==> config.mk <==
export PLATFORM = sky130hd
export DESIGN_NAME = waypart_victim_sel
export DESIGN_NICKNAME = d
export VERILOG_FILES = /design/src/rtl/wpv_pkg.sv /design/src/rtl/wpv_tag_array.sv /design/src/rtl/wpv_victim_pick.sv /design/src/rtl/wpv_mask_bank.sv /design/src/rtl/waypart_victim_sel.sv
export SDC_FILE = /design/constraint.sdc
export NUM_CORES = 2
export LEC_CHECK = 0
export BUFFER_PORTS_ARGS = -buffer_cell sky130_fd_sc_hd__buf_4
export CAP_MARGIN = 30
export CORE_UTILIZATION = 35
export DETAILED_ROUTE_END_ITERATION = 6
export PLACE_DENSITY = 0.55
export SKIP_LAST_GASP = 1
export SYNTH_ARGS = -nofsm -noshare
export SYNTH_HDL_FRONTEND = slang
export SYNTH_SLANG_ARGS = --single-unit
export TNS_END_PERCENT = 30
==> constraint.sdc <==
create_clock -name clk -period 11.05 [get_ports clk]
set_input_delay 0.5525 -clock clk [delete_from_list [all_inputs] [get_ports clk]]
set_output_delay 0.5525 -clock clk [all_outputs]
set_load 0.01 [all_outputs]
==> src/rtl/wpv_pkg.sv <==
package wpv_pkg;
    typedef enum logic [1:0] {
        OP_ACCESS = 2'd0,
        OP_LOCK   = 2'd1,
        OP_FLUSH  = 2'd2,
        OP_MASK   = 2'd3
    } wpv_op_e;

    typedef enum logic [1:0] {
        ST_IDLE   = 2'd0,
        ST_LOOK   = 2'd1,
        ST_COMMIT = 2'd2
    } wpv_state_e;
endpackage

==> src/rtl/wpv_tag_array.sv <==
module wpv_tag_array #(
    parameter int WAYS  = 4,
    parameter int SETS  = 16,
    parameter int TAG_W = 21,
    localparam int IDX_W = $clog2(SETS)
) (
    input  logic                  clk,
    input  logic                  rst_n,
    input  logic [IDX_W-1:0]      rd_idx,
    output logic [WAYS-1:0]       rd_valid,
    output logic [WAYS-1:0]       rd_dirty,
    output logic [WAYS-1:0]       rd_lock,
    output logic [WAYS-1:0]       rd_used,
    output logic [WAYS*TAG_W-1:0] rd_tag,
    input  logic                  wr_en,
    input  logic [IDX_W-1:0]      wr_idx,
    input  logic [WAYS-1:0]       wr_valid,
    input  logic [WAYS-1:0]       wr_dirty,
    input  logic [WAYS-1:0]       wr_lock,
    input  logic [WAYS-1:0]       wr_used,
    input  logic [WAYS-1:0]       wr_tag_en,
    input  logic [TAG_W-1:0]      wr_tag
);
    logic [WAYS-1:0]  v_mem [SETS];
    logic [WAYS-1:0]  d_mem [SETS];
    logic [WAYS-1:0]  l_mem [SETS];
    logic [WAYS-1:0]  u_mem [SETS];
    logic [TAG_W-1:0] t_mem [SETS][WAYS];

    always_ff @(posedge clk) begin
        if (!rst_n) begin
            for (int s = 0; s < SETS; s++) begin
                v_mem[s] <= '0;
                d_mem[s] <= '0;
                l_mem[s] <= '0;
                u_mem[s] <= '0;
            end
        end else if (wr_en) begin
            v_mem[wr_idx] <= wr_valid;
            d_mem[wr_idx] <= wr_dirty;
            l_mem[wr_idx] <= wr_lock;
            u_mem[wr_idx] <= wr_used;
        end
    end

    // Tags need no reset: they are only compared under a valid bit.
    always_ff @(posedge clk) begin
        if (wr_en) begin
            for (int w = 0; w < WAYS; w++) begin
                if (wr_tag_en[w]) t_mem[wr_idx][w] <= wr_tag;
            end
        end
    end

    assign rd_valid = v_mem[rd_idx];
    assign rd_dirty = d_mem[rd_idx];
    assign rd_lock  = l_mem[rd_idx];
    assign rd_used  = u_mem[rd_idx];

    for (genvar w = 0; w < WAYS; w++) begin : g_rd
        assign rd_tag[w*TAG_W +: TAG_W] = t_mem[rd_idx][w];
    end
endmodule

==> src/rtl/wpv_victim_pick.sv <==
module wpv_victim_pick #(
    parameter int WAYS = 4,
    localparam int WAY_W = $clog2(WAYS)
) (
    input  logic [WAYS-1:0]  elig,
    input  logic [WAYS-1:0]  valid,
    input  logic [WAYS-1:0]  used,
    output logic             found,
    output logic [WAY_W-1:0] way,
    output logic [WAYS-1:0]  age
);
    function automatic logic [WAY_W-1:0] lowest(input logic [WAYS-1:0] vec);
        logic [WAY_W-1:0] r;
        r = '0;
        for (int i = WAYS - 1; i >= 0; i--) begin
            if (vec[i]) r = WAY_W'(i);
        end
        return r;
    endfunction

    logic [WAYS-1:0] free_w, fresh_w;

    always_comb begin
        free_w  = elig & ~valid;
        fresh_w = elig & ~used;
        found   = |elig;
        age     = '0;
        if (|free_w) begin
            way = lowest(free_w);
        end else if (|fresh_w) begin
            way = lowest(fresh_w);
        end else begin
            way = lowest(elig);
            age = elig;
        end
    end
endmodule

==> src/rtl/wpv_mask_bank.sv <==
module wpv_mask_bank #(
    parameter int WAYS = 4,
    parameter int NSRC = 3,
    localparam int SRC_W = $clog2(NSRC)
) (
    input  logic             clk,
    input  logic             rst_n,
    input  logic             wr_en,
    input  logic [SRC_W-1:0] wr_src,
    input  logic [WAYS-1:0]  wr_mask,
    output logic             accept,
    input  logic [SRC_W-1:0] rd_src,
    output logic [WAYS-1:0]  rd_mask
);
    logic [WAYS-1:0] mask_q [NSRC];

    assign accept = ~(&wr_mask);

    for (genvar s = 0; s < NSRC; s++) begin : g_src
        always_ff @(posedge clk) begin
            if (!rst_n)                                        mask_q[s] <= '0;
            else if (wr_en && accept && wr_src == SRC_W'(s))   mask_q[s] <= wr_mask;
        end
    end

    // Unused source codes fall back to the hardware-agent mask.
    assign rd_mask = (int'(rd_src) < NSRC) ? mask_q[rd_src] : mask_q[NSRC-1];
endmodule

==> src/rtl/waypart_victim_sel.sv <==
module waypart_victim_sel
    import wpv_pkg::*;
#(
    parameter int WAYS      = 4,
    parameter int SET_BITS  = 4,
    parameter int ADDR_W    = 32,
    parameter int LINE_BITS = 7,
    parameter int CORES     = 2,
    localparam int WAY_W = $clog2(WAYS),
    localparam int NSRC  = CORES + 1,
    localparam int SRC_W = $clog2(NSRC),
    localparam int TAG_W = ADDR_W - LINE_BITS - SET_BITS,
    localparam int SETS  = 1 << SET_BITS
) (
    input  logic              clk,
    input  logic              rst_n,
    input  logic              req_valid,
    output logic              req_ready,
    input  logic [1:0]        req_op,
    input  logic [SRC_W-1:0]  req_src,
    input  logic [ADDR_W-1:0] req_addr,
    input  logic              req_write,
    input  logic [WAYS-1:0]   req_mask,
    output logic              resp_valid,
    output logic              resp_hit,
    output logic [WAY_W-1:0]  resp_way,
    output logic              resp_wb,
    output logic [ADDR_W-1:0] resp_wb_addr,
    output logic              resp_noalloc,
    output logic              resp_ok
);
    wpv_state_e state_q, state_d;

    wpv_op_e               op_q;
    logic [SRC_W-1:0]      src_q;
    logic [TAG_W-1:0]      tag_q;
    logic [SET_BITS-1:0]   idx_q;
    logic                  wr_q;
    logic [WAYS-1:0]       mask_q;

    // Offset bits are carried for completeness of the address only.
    logic unused_line_offset;
    assign unused_line_offset = ^req_addr[LINE_BITS-1:0];

    logic [WAYS-1:0]       rd_valid, rd_dirty, rd_lock, rd_used;
    logic [WAYS*TAG_W-1:0] rd_tag;
    logic [WAYS-1:0]       cur_mask;
    logic                  mask_accept;

    logic [WAYS-1:0]  hit_vec, elig, age;
    logic             vic_found;
    logic [WAY_W-1:0] vic_way, hit_way;

    // next-set values and response computed in ST_LOOK
    logic [WAYS-1:0]   nv, nd, nl, nu, nte;
    logic              r_hit, r_wb, r_na, r_ok, r_alloc;
    logic [WAY_W-1:0]  r_way;
    logic [ADDR_W-1:0] r_wba;
    logic              grant;

    // registered copies presented in ST_COMMIT
    logic [WAYS-1:0]   wv_q, wd_q, wl_q, wu_q, wte_q, res_blk_q, res_lck_q;
    logic              res_hit_q, res_wb_q, res_na_q, res_ok_q, res_alloc_q;
    logic [WAY_W-1:0]  res_way_q;
    logic [ADDR_W-1:0] res_wba_q;

    wpv_tag_array #(.WAYS(WAYS), .SETS(SETS), .TAG_W(TAG_W)) u_tags (
        .clk, .rst_n, .rd_idx(idx_q),
        .rd_valid, .rd_dirty, .rd_lock, .rd_used, .rd_tag,
        .wr_en(state_q == ST_COMMIT && op_q != OP_MASK), .wr_idx(idx_q),
        .wr_valid(wv_q), .wr_dirty(wd_q), .wr_lock(wl_q), .wr_used(wu_q),
        .wr_tag_en(wte_q), .wr_tag(tag_q)
    );

    wpv_mask_bank #(.WAYS(WAYS), .NSRC(NSRC)) u_masks (
        .clk, .rst_n,
        .wr_en(state_q == ST_COMMIT && op_q == OP_MASK), .wr_src(src_q),
        .wr_mask(mask_q), .accept(mask_accept),
        .rd_src(src_q), .rd_mask(cur_mask)
    );

    for (genvar w = 0; w < WAYS; w++) begin : g_cmp
        assign hit_vec[w] = rd_valid[w] && (rd_tag[w*TAG_W +: TAG_W] == tag_q);
    end

    always_comb begin
        hit_way = '0;
        for (int i = WAYS - 1; i >= 0; i--) begin
            if (hit_vec[i]) hit_way = WAY_W'(i);
        end
    end

    assign elig = ~cur_mask & ~rd_lock;

    wpv_victim_pick #(.WAYS(WAYS)) u_pick (
        .elig, .valid(rd_valid), .used(rd_used),
        .found(vic_found), .way(vic_way), .age
    );

    // State register
    always_ff @(posedge clk) begin
        if (!rst_n) state_q <= ST_IDLE;
        else        state_q <= state_d;
    end

    always_comb begin
        state_d = state_q;
        unique case (state_q)
            ST_IDLE:   if (req_valid) state_d = ST_LOOK;
            ST_LOOK:   state_d = ST_COMMIT;
            ST_COMMIT: state_d = ST_IDLE;
            default:   state_d = ST_IDLE;
        endcase
    end

    // Set update and result for the current request
    always_comb begin
        nv = rd_valid; nd = rd_dirty; nl = rd_lock; nu = rd_used; nte = '0;
        r_hit = 1'b0; r_way = '0; r_wb = 1'b0; r_wba = '0;
        r_na = 1'b0; r_ok = 1'b0; r_alloc = 1'b0; grant = 1'b0;
        unique case (op_q)
            OP_ACCESS, OP_LOCK: begin
                if (|hit_vec) begin
                    r_hit = 1'b1;
                    r_way = hit_way;
                    nu[hit_way] = 1'b1;
                    if (op_q == OP_ACCESS) begin
                        if (wr_q) nd[hit_way] = 1'b1;
                        r_ok = 1'b1;
                    end else begin
                        grant = rd_lock[hit_way] || |(elig & ~(WAYS'(1) << hit_way));
                        if (grant) nl[hit_way] = 1'b1;
                        r_ok = grant;
                    end
                end else if (vic_found) begin
                    r_alloc = 1'b1;
                    r_way   = vic_way;
                    if (rd_valid[vic_way] && rd_dirty[vic_way]) begin
                        r_wb  = 1'b1;
                        r_wba = {rd_tag[vic_way*TAG_W +: TAG_W], idx_q, {LINE_BITS{1'b0}}};
                    end
                    nu = rd_used & ~age;
                    nu[vic_way]  = 1'b1;
                    nv[vic_way]  = 1'b1;
                    nd[vic_way]  = wr_q;
                    nte[vic_way] = 1'b1;
                    grant = (op_q == OP_ACCESS) || |(elig & ~(WAYS'(1) << vic_way));
                    nl[vic_way]  = (op_q == OP_LOCK) && grant;
                    r_ok = grant;
                end else begin
                    r_na = 1'b1;
                end
            end
            OP_FLUSH: begin
                if (|hit_vec) begin
                    r_hit = 1'b1;
                    r_way = hit_way;
                    r_ok  = rd_lock[hit_way];
                    r_wb  = rd_dirty[hit_way];
                    r_wba = {tag_q, idx_q, {LINE_BITS{1'b0}}};
                    nv[hit_way] = 1'b0;
                    nl[hit_way] = 1'b0;
                    nd[hit_way] = 1'b0;
                    nu[hit_way] = 1'b0;
                end
            end
            OP_MASK: r_ok = mask_accept;
            default: ;
        endcase
    end

    always_ff @(posedge clk) begin
        if (!rst_n) begin
            op_q <= OP_ACCESS; src_q <= '0; tag_q <= '0; idx_q <= '0;
            wr_q <= 1'b0; mask_q <= '0;
            wv_q <= '0; wd_q <= '0; wl_q <= '0; wu_q <= '0; wte_q <= '0;
            res_hit_q <= 1'b0; res_way_q <= '0; res_wb_q <= 1'b0; res_wba_q <= '0;
            res_na_q <= 1'b0; res_ok_q <= 1'b0; res_alloc_q <= 1'b0;
            res_blk_q <= '0; res_lck_q <= '0;
        end else if (state_q == ST_IDLE && req_valid) begin
            op_q   <= wpv_op_e'(req_op);
            src_q  <= req_src;
            tag_q  <= req_addr[ADDR_W-1 -: TAG_W];
            idx_q  <= req_addr[LINE_BITS +: SET_BITS];
            wr_q   <= req_write;
            mask_q <= req_mask;
        end else if (state_q == ST_LOOK) begin
            wv_q <= nv; wd_q <= nd; wl_q <= nl; wu_q <= nu; wte_q <= nte;
            res_hit_q <= r_hit; res_way_q <= r_way; res_wb_q <= r_wb; res_wba_q <= r_wba;
            res_na_q <= r_na; res_ok_q <= r_ok; res_alloc_q <= r_alloc;
            res_blk_q <= cur_mask; res_lck_q <= rd_lock;
        end
    end

    // Outputs
    always_comb begin
        req_ready    = (state_q == ST_IDLE);
        resp_valid   = (state_q == ST_COMMIT);
        resp_hit     = res_hit_q;
        resp_way     = res_way_q;
        resp_wb      = res_wb_q;
        resp_wb_addr = res_wba_q;
        resp_noalloc = res_na_q;
        resp_ok      = res_ok_q;
    end
endmodule

== After elaboration in Yosys (flattened, before gate mapping) ==
Memories as Yosys holds them, arrays and structs flattened. A register that Yosys moved wholly into a read port is not among the register bits.
Cells that the tools add are included.

* Register bits after elaboration: 94
* Input bits: 44
* Bits in writable memories: 1612
* Memories kept: 6

* Shifts and indexed selects: 3
* Bitwise operators: 28
* Reductions and logical operators: 34
* Multipliers: 1
* Magnitude comparators: 5
* Equality and inequality tests: 13
* Muxes and demuxes: 136

{| class="wikitable"
|+ Memories
! memory !! depth !! width !! rd ports !! clocked after memory_dff !! wr ports !! line !! text
|-
| u_tags.t_mem || 16 || 84 || 1 || 1 || 1 || wpv_tag_array.sv:28 || <nowiki>logic [TAG_W-1:0] t_mem [SETS][WAYS];</nowiki>
|-
| u_tags.d_mem || 16 || 4 || 1 || 1 || 16 || wpv_tag_array.sv:25 || <nowiki>logic [WAYS-1:0] d_mem [SETS];</nowiki>
|-
| u_tags.l_mem || 16 || 4 || 1 || 1 || 16 || wpv_tag_array.sv:26 || <nowiki>logic [WAYS-1:0] l_mem [SETS];</nowiki>
|-
| u_tags.u_mem || 16 || 4 || 1 || 1 || 16 || wpv_tag_array.sv:27 || <nowiki>logic [WAYS-1:0] u_mem [SETS];</nowiki>
|-
| u_tags.v_mem || 16 || 4 || 1 || 1 || 16 || wpv_tag_array.sv:24 || <nowiki>logic [WAYS-1:0] v_mem [SETS];</nowiki>
|-
| u_masks.mask_q || 3 || 4 || 2 || 1 || 3 || wpv_mask_bank.sv:15 || <nowiki>logic [WAYS-1:0] mask_q [NSRC];</nowiki>
|}

{| class="wikitable"
|+ Operator list
! kind !! count
|-
| two-way mux 4 bit || 43
|-
| two-way mux 32 bit || 4
|-
| equality test 21 bit || 4
|-
| variable part select 84 x 8 -> 21 bit || 1
|-
| one-hot mux 32 bit (2 select lines) || 1
|-
| two-way mux 1 bit || 48
|-
| two-way mux 2 bit || 24
|-
| AND 4 bit || 10
|-
| OR reduction 4 bit || 10
|-
| NOT 4 bit || 8
|-
| one-hot mux 4 bit (2 select lines) || 4
|-
| OR 4 bit || 5
|-
| logical AND 1 bit || 15
|-
| binary-select mux 1 bit (select 2 bit) || 4
|-
| bitwise mux 4 bit || 2
|-
| equality test 2 bit (second input constant) || 4
|-
| one-hot mux 2 bit (2 select lines) || 2
|-
| left shift 1 x 2 -> 4 bit (first input constant) || 2
|-
| multiplier 2 x 5 -> 7 bit (second input constant) || 1
|-
| equality test 2 x 1 -> 1 bit (second input constant) || 3
|-
| zero test 2 bit || 3
|-
| less-than comparator 2 x 3 -> 1 bit (second input constant) || 2
|-
| demux 1 bit (select 2 bit) || 2
|-
| greater-or-equal comparator 2 x 1 -> 1 bit (second input constant) || 2
|-
| other kinds (11) || 16
|}

== Longest topological paths before layout ==
* Depth after elaboration: 21
* Depth in mapped cells: 20
* Depth with buffers taken out: 11

== Cells and area by module ==
From an unflattened synthesis, not the netlist that was laid out.

* Cells, all modules: 3671
* Area total of the unflattened synthesis: 68996.2 µm²

{| class="wikitable"
|+ Modules (own cells, without submodules)
! module !! area an instance (µm²) !! cells each !! instances
|-
| wpv_tag_array || 62017.0 || 2866 || 1
|-
| waypart_victim_sel || 6149.6 || 723 || 1
|-
| wpv_mask_bank || 623.1 || 51 || 1
|-
| wpv_victim_pick || 206.4 || 31 || 1
|}

== Least setup slack after synthesis ==
OpenSTA, ideal clock, no wires.

* Path kind: register -> register
* From: register with a tool-made name
* To: register res_wba_q[10] (netlist: resp_wb_addr[10])
* Arrival: 3.913 ns
* Stages on the path, launching flop included: 18
* Path slack: 7.019 ns
* Buffers on the path: 9
* Data required time: 10.933 ns
* Path through: dfxtp_1 -> buf_6 -> buf_6 -> buf_6 -> buf_6 -> buf_6 -> buf_4 -> buf_2 -> buf_2 -> buf_4 -> mux4_2 -> mux4_2 -> nand2_1 -> mux2i_1 -> mux2i_1 -> nor4_4 -> a21o_1 -> a32o_1

{| class="wikitable"
|+ RTL lines
! element !! line !! text
|-
| end signal, assigned || waypart_victim_sel.sv:189 || <nowiki>res_hit_q <= r_hit; res_way_q <= r_way; res_wb_q <= r_wb; res_wba_q <= r_wba;</nowiki>
|-
| end, declared || waypart_victim_sel.sv:65 || <nowiki>logic [ADDR_W-1:0] res_wba_q;</nowiki>
|}

==> reports/qor.csv <==
stage,metric,value,unit
status,outcome,"finished, final reports clean",
synth,post-synthesis simple-gate area fraction,7.555,%
route,number of vias per cell,5.632,
global_route,grt met2 use,34.65,%
cts,setup repair bufs after CTS,0,
route,drt total wl,234100,um
place,DP HPWL,140700,um
global_route,GR Util met1,29.70,%
place,Placement Cell Area,0.07751,mm^2
synth,Synth top area share,65.97,%
synth,Synth Area in Adders,0,%
route,Pre-antenna DRT Iters,5,
synth,Netlist cell types,100,
sta,count of final max-slew check failures,0,
sta,final worst setup slack,4.379,ns
worst_setup_path,crit start category,flip-flop,
finish,Layout area overhead,14.06,%
sta,Post-Route Setup TNS,0,ns
min_path,Hold WC Path Type,primary input to flip-flop,
sta,final hold slack,0.04841,ns
global_route,largest net degree at the start of global routing,107,
floorplanning,IO Count,84,
sta,crit path time final,6.671,ns
synth,Post-Syn Instances,4396,
synth,Synth top cells by count,"edfxtp_1, mux2i_1, mux4_2, and2_1, nand2_1",
synth,Synth Warn #,0,
sta,worst-margin pin slew,1.125,ns
synth,Synth area leader,edfxtp_1,
global_route,GR peak layer,met2,
cts,Longest Clk Path Bufs,3,
synth,"Primary FF master, synth",edfxtp_1,
finish,fillers,18840,
worst_setup_path,Crit Path Class,flip-flop to flip-flop,
cts,Root Buffer,clkbuf_16,
synth,Synth Register Bits,1705,
place,pre-CTS WS,4.292,ns
global_route,first-pass GRT wire length,323900,um
route,mean routed wirelength per cell,31.16,um
worst_setup_path,critical path required time,11.73,ns
pwr,Max VDD drop,158.7,uV
cts,CTS tree,built,
floorplanning,core box area,0.2077,mm^2
worst_setup_path,Worst Setup End Kind,flip-flop,
sta,relative slew slack,24.85,%
cts,clock slew at reported path FFs,0.06,ns
worst_setup_path,Worst R2R End,resp_wb_addr[28]$_SDFFE_PN0P_,
worst_setup_path,Worst Path Arrival,7.35,ns
floorplanning,die area,0.2115,mm^2
finish,Final Cell Area,0.08370,mm^2
synth,Synth Cell Area,0.07338,mm^2
worst_setup_path,"Max FO, Critical Path",106,
route,post-route ant nets,0,
worst_setup_path,R2R depth,12,
sta,final period utilization,60.37,%
synth,Synth area leaders,"edfxtp_1, mux4_2, mux2i_1, dfxtp_1, and2_1",
finish,utilization after layout,40.30,%
floorplanning,chip height,459.9,um
run,max cap viols,0,
synth,"count leader, synth",edfxtp_1,
finish,Non-Filler Instances,7515,
place,Post-Place Cells,7148,
synth,multiplexer share of the synthesized area,14.78,%
place,gpl congestion,0.8953,
cts,clk sinks,1705,
global_route,vias in the first global route,41010,
global_route,total track usage,21.84,%
global_route,initial antenna violation count,7,
min_path,hold path cells,3,
pwr,Power Density,174.9,mW/mm^2
route,Initial DRC Count,5558,
floorplanning,DIE WIDTH,459.9,um
min_path,Hold Crit Start,req_addr[31],
sta,RSZ-0062 raised after global routing,no,
sta,f_max,149.9,MHz
place,I/O Buffers,69,
route,Via Count,42320,
finish,nets@finish,4620,
pwr,Leak,27.23,nW
worst_setup_path,R2R setup slack,4.38,ns
synth,post-synthesis sequential area ratio,68.50,%
pwr,Power Total,14.64,mW
synth,number of flops mapped to enable cells by yosys,1612,
synth,main combinational cell family by area after synthesis,multiplexers,
global_route,GR Util met3,4.453,%
route,# DRC,0,
sta,Final Skew,0.04189,ns
floorplanning,Initial Utilization,35.33,%
global_route,"Remaining Overflow, GRT",0,
synth,Async SR Flop Fraction,0,%
cts,Num CTS Buffers,179,
synth,complex-gate fraction of the synthesized area,5.635,%
sta,Final Hold Fails,0,
sta,final setup violation count,0,
finish,fraction of layout cells with a size suffix above 1,22.79,%
min_path,hold path endpoint,tag_q[20]$_SDFFE_PN0P_,
synth,Synth Area in XOR/XNOR,0.8833,%
cts,Worst-Skew Late Latency,0.83,ns
cts,htree depth,4,
cts,Post-CTS Resized,0,
synth,post-synthesis average cell area,16.69,um^2
floorplanning,Row Count,167,
## placed cells by master, fill, tap and decap left out, types with 22 or more instances in the layout
master | netlist | routed
clkinv_1 | 1 | 33
nor2_1 | 201 | 119
o22ai_1 | 31 | 31
a22o_1 | 27 | 27
o21ai_0 | 70 | 54
clkinv_2 | 0 | 27
xnor2_1 | 46 | 46
dfxtp_1 | 93 | 68
clkbuf_1 | 95 | 49
mux4_2 | 293 | 293
dlygate4sd3_1 | 0 | 28
nand4_1 | 22 | 22
buf_4 | 48 | 229
nor3_1 | 36 | 36
and2_1 | 284 | 282
xor2_1 | 28 | 28
nor4_1 | 28 | 28
nor2_2 | 0 | 75
nand2b_1 | 26 | 26
mux2_2 | 61 | 61
a21oi_1 | 103 | 103
nand3_1 | 38 | 38
nor2b_1 | 33 | 29
o21ai_2 | 20 | 33
a31oi_1 | 23 | 23
mux2i_1 | 340 | 340
a22oi_1 | 72 | 72
nand2_1 | 252 | 250
clkbuf_16 | 0 | 182
o211ai_1 | 27 | 27
edfxtp_1 | 1612 | 1612
## kinds of logic (layout without fill, tap and decap cells)
group,Yosys count,in the layout
mux,700,700
flops,1705,1705
other cells,1,9
simple gates,1040,1040
compound gates,564,564
buf+inv,312,635
xor+xnor,74,74
## per-layer routing
metal  share of wire, %  wire length (um)  vias up
li1                   -                 -    17780
met1                 42             98030    22320
met2                 47            109400     1841
met3                7.8             18260      374
met4                3.6              8345        8
met5              0.023                55        -
## area by class of cell
type	count	area (um^2)	area share, %
tap	2788	3488	4.168
antenna	2	5.005	0.005980
multi-input combinational	2385	21550	25.74
clock inverter	91	942.2	1.126
sequential	1705	50320	60.12
clock buffer	239	4848	5.793
timing repair buffer	285	2474	2.955
inverter	20	78.83	0.09418
## power breakdown
group	leakage (nW)	internal [mW]	switching, mW
clock network	2.81	3.40	2.58
registers	15.8	7.13	0.0822
logic	8.63	0.466	0.983
## worst max-delay path, cell delays in order (launching register included)
cell and delay (ns):
dfxtp_4 0.86, buf_12 0.55, nor2_4 0.22, buf_4 0.35, a221oi_1 0.82, mux2i_1 0.64
nand4_1 0.22, nor4bb_1 0.77, nand3_1 0.39, or4b_1 0.51, nor4_4 0.12, nand2_2 0.66
o21ai_2 0.12
## flip-flops by register name, indices dropped and copies added, names as in the netlist, 12 cells and up, named ones only
signal,count
tag_q,21
u_tags.t_mem,1344
resp_wb_addr,25
u_tags.u_mem,64
u_tags.v_mem,64
u_tags.l_mem,64
u_masks.mask_q,12
u_tags.d_mem,64
## how the worst max path moves through the flow
| stage | slack (ns) | end | start |
|---|---|---|---|
| floorplan | 7.02 | resp_wb_addr[10]$_SDFFE_PN0P_ | flip-flop |
| global placement | 4.39 | resp_wb_addr[31]$_SDFFE_PN0P_ | flip-flop |
| detailed placement | 4.29 | resp_wb_addr[31]$_SDFFE_PN0P_ | flip-flop |
| CTS | 4.27 | resp_wb_addr[31]$_SDFFE_PN0P_ | flip-flop |
| global route | 4.29 | resp_wb_addr[23]$_SDFFE_PN0P_ | flip-flop |
| finish | 4.38 | resp_wb_addr[28]$_SDFFE_PN0P_ | flip-flop |
## what timing repair did
action	4_1_cts	5_1_grt
hold endpoints to repair	30	0
hold buffers	28	0
endpoints found under the setup margin	0	0
(Power assumes the default switching activity.)
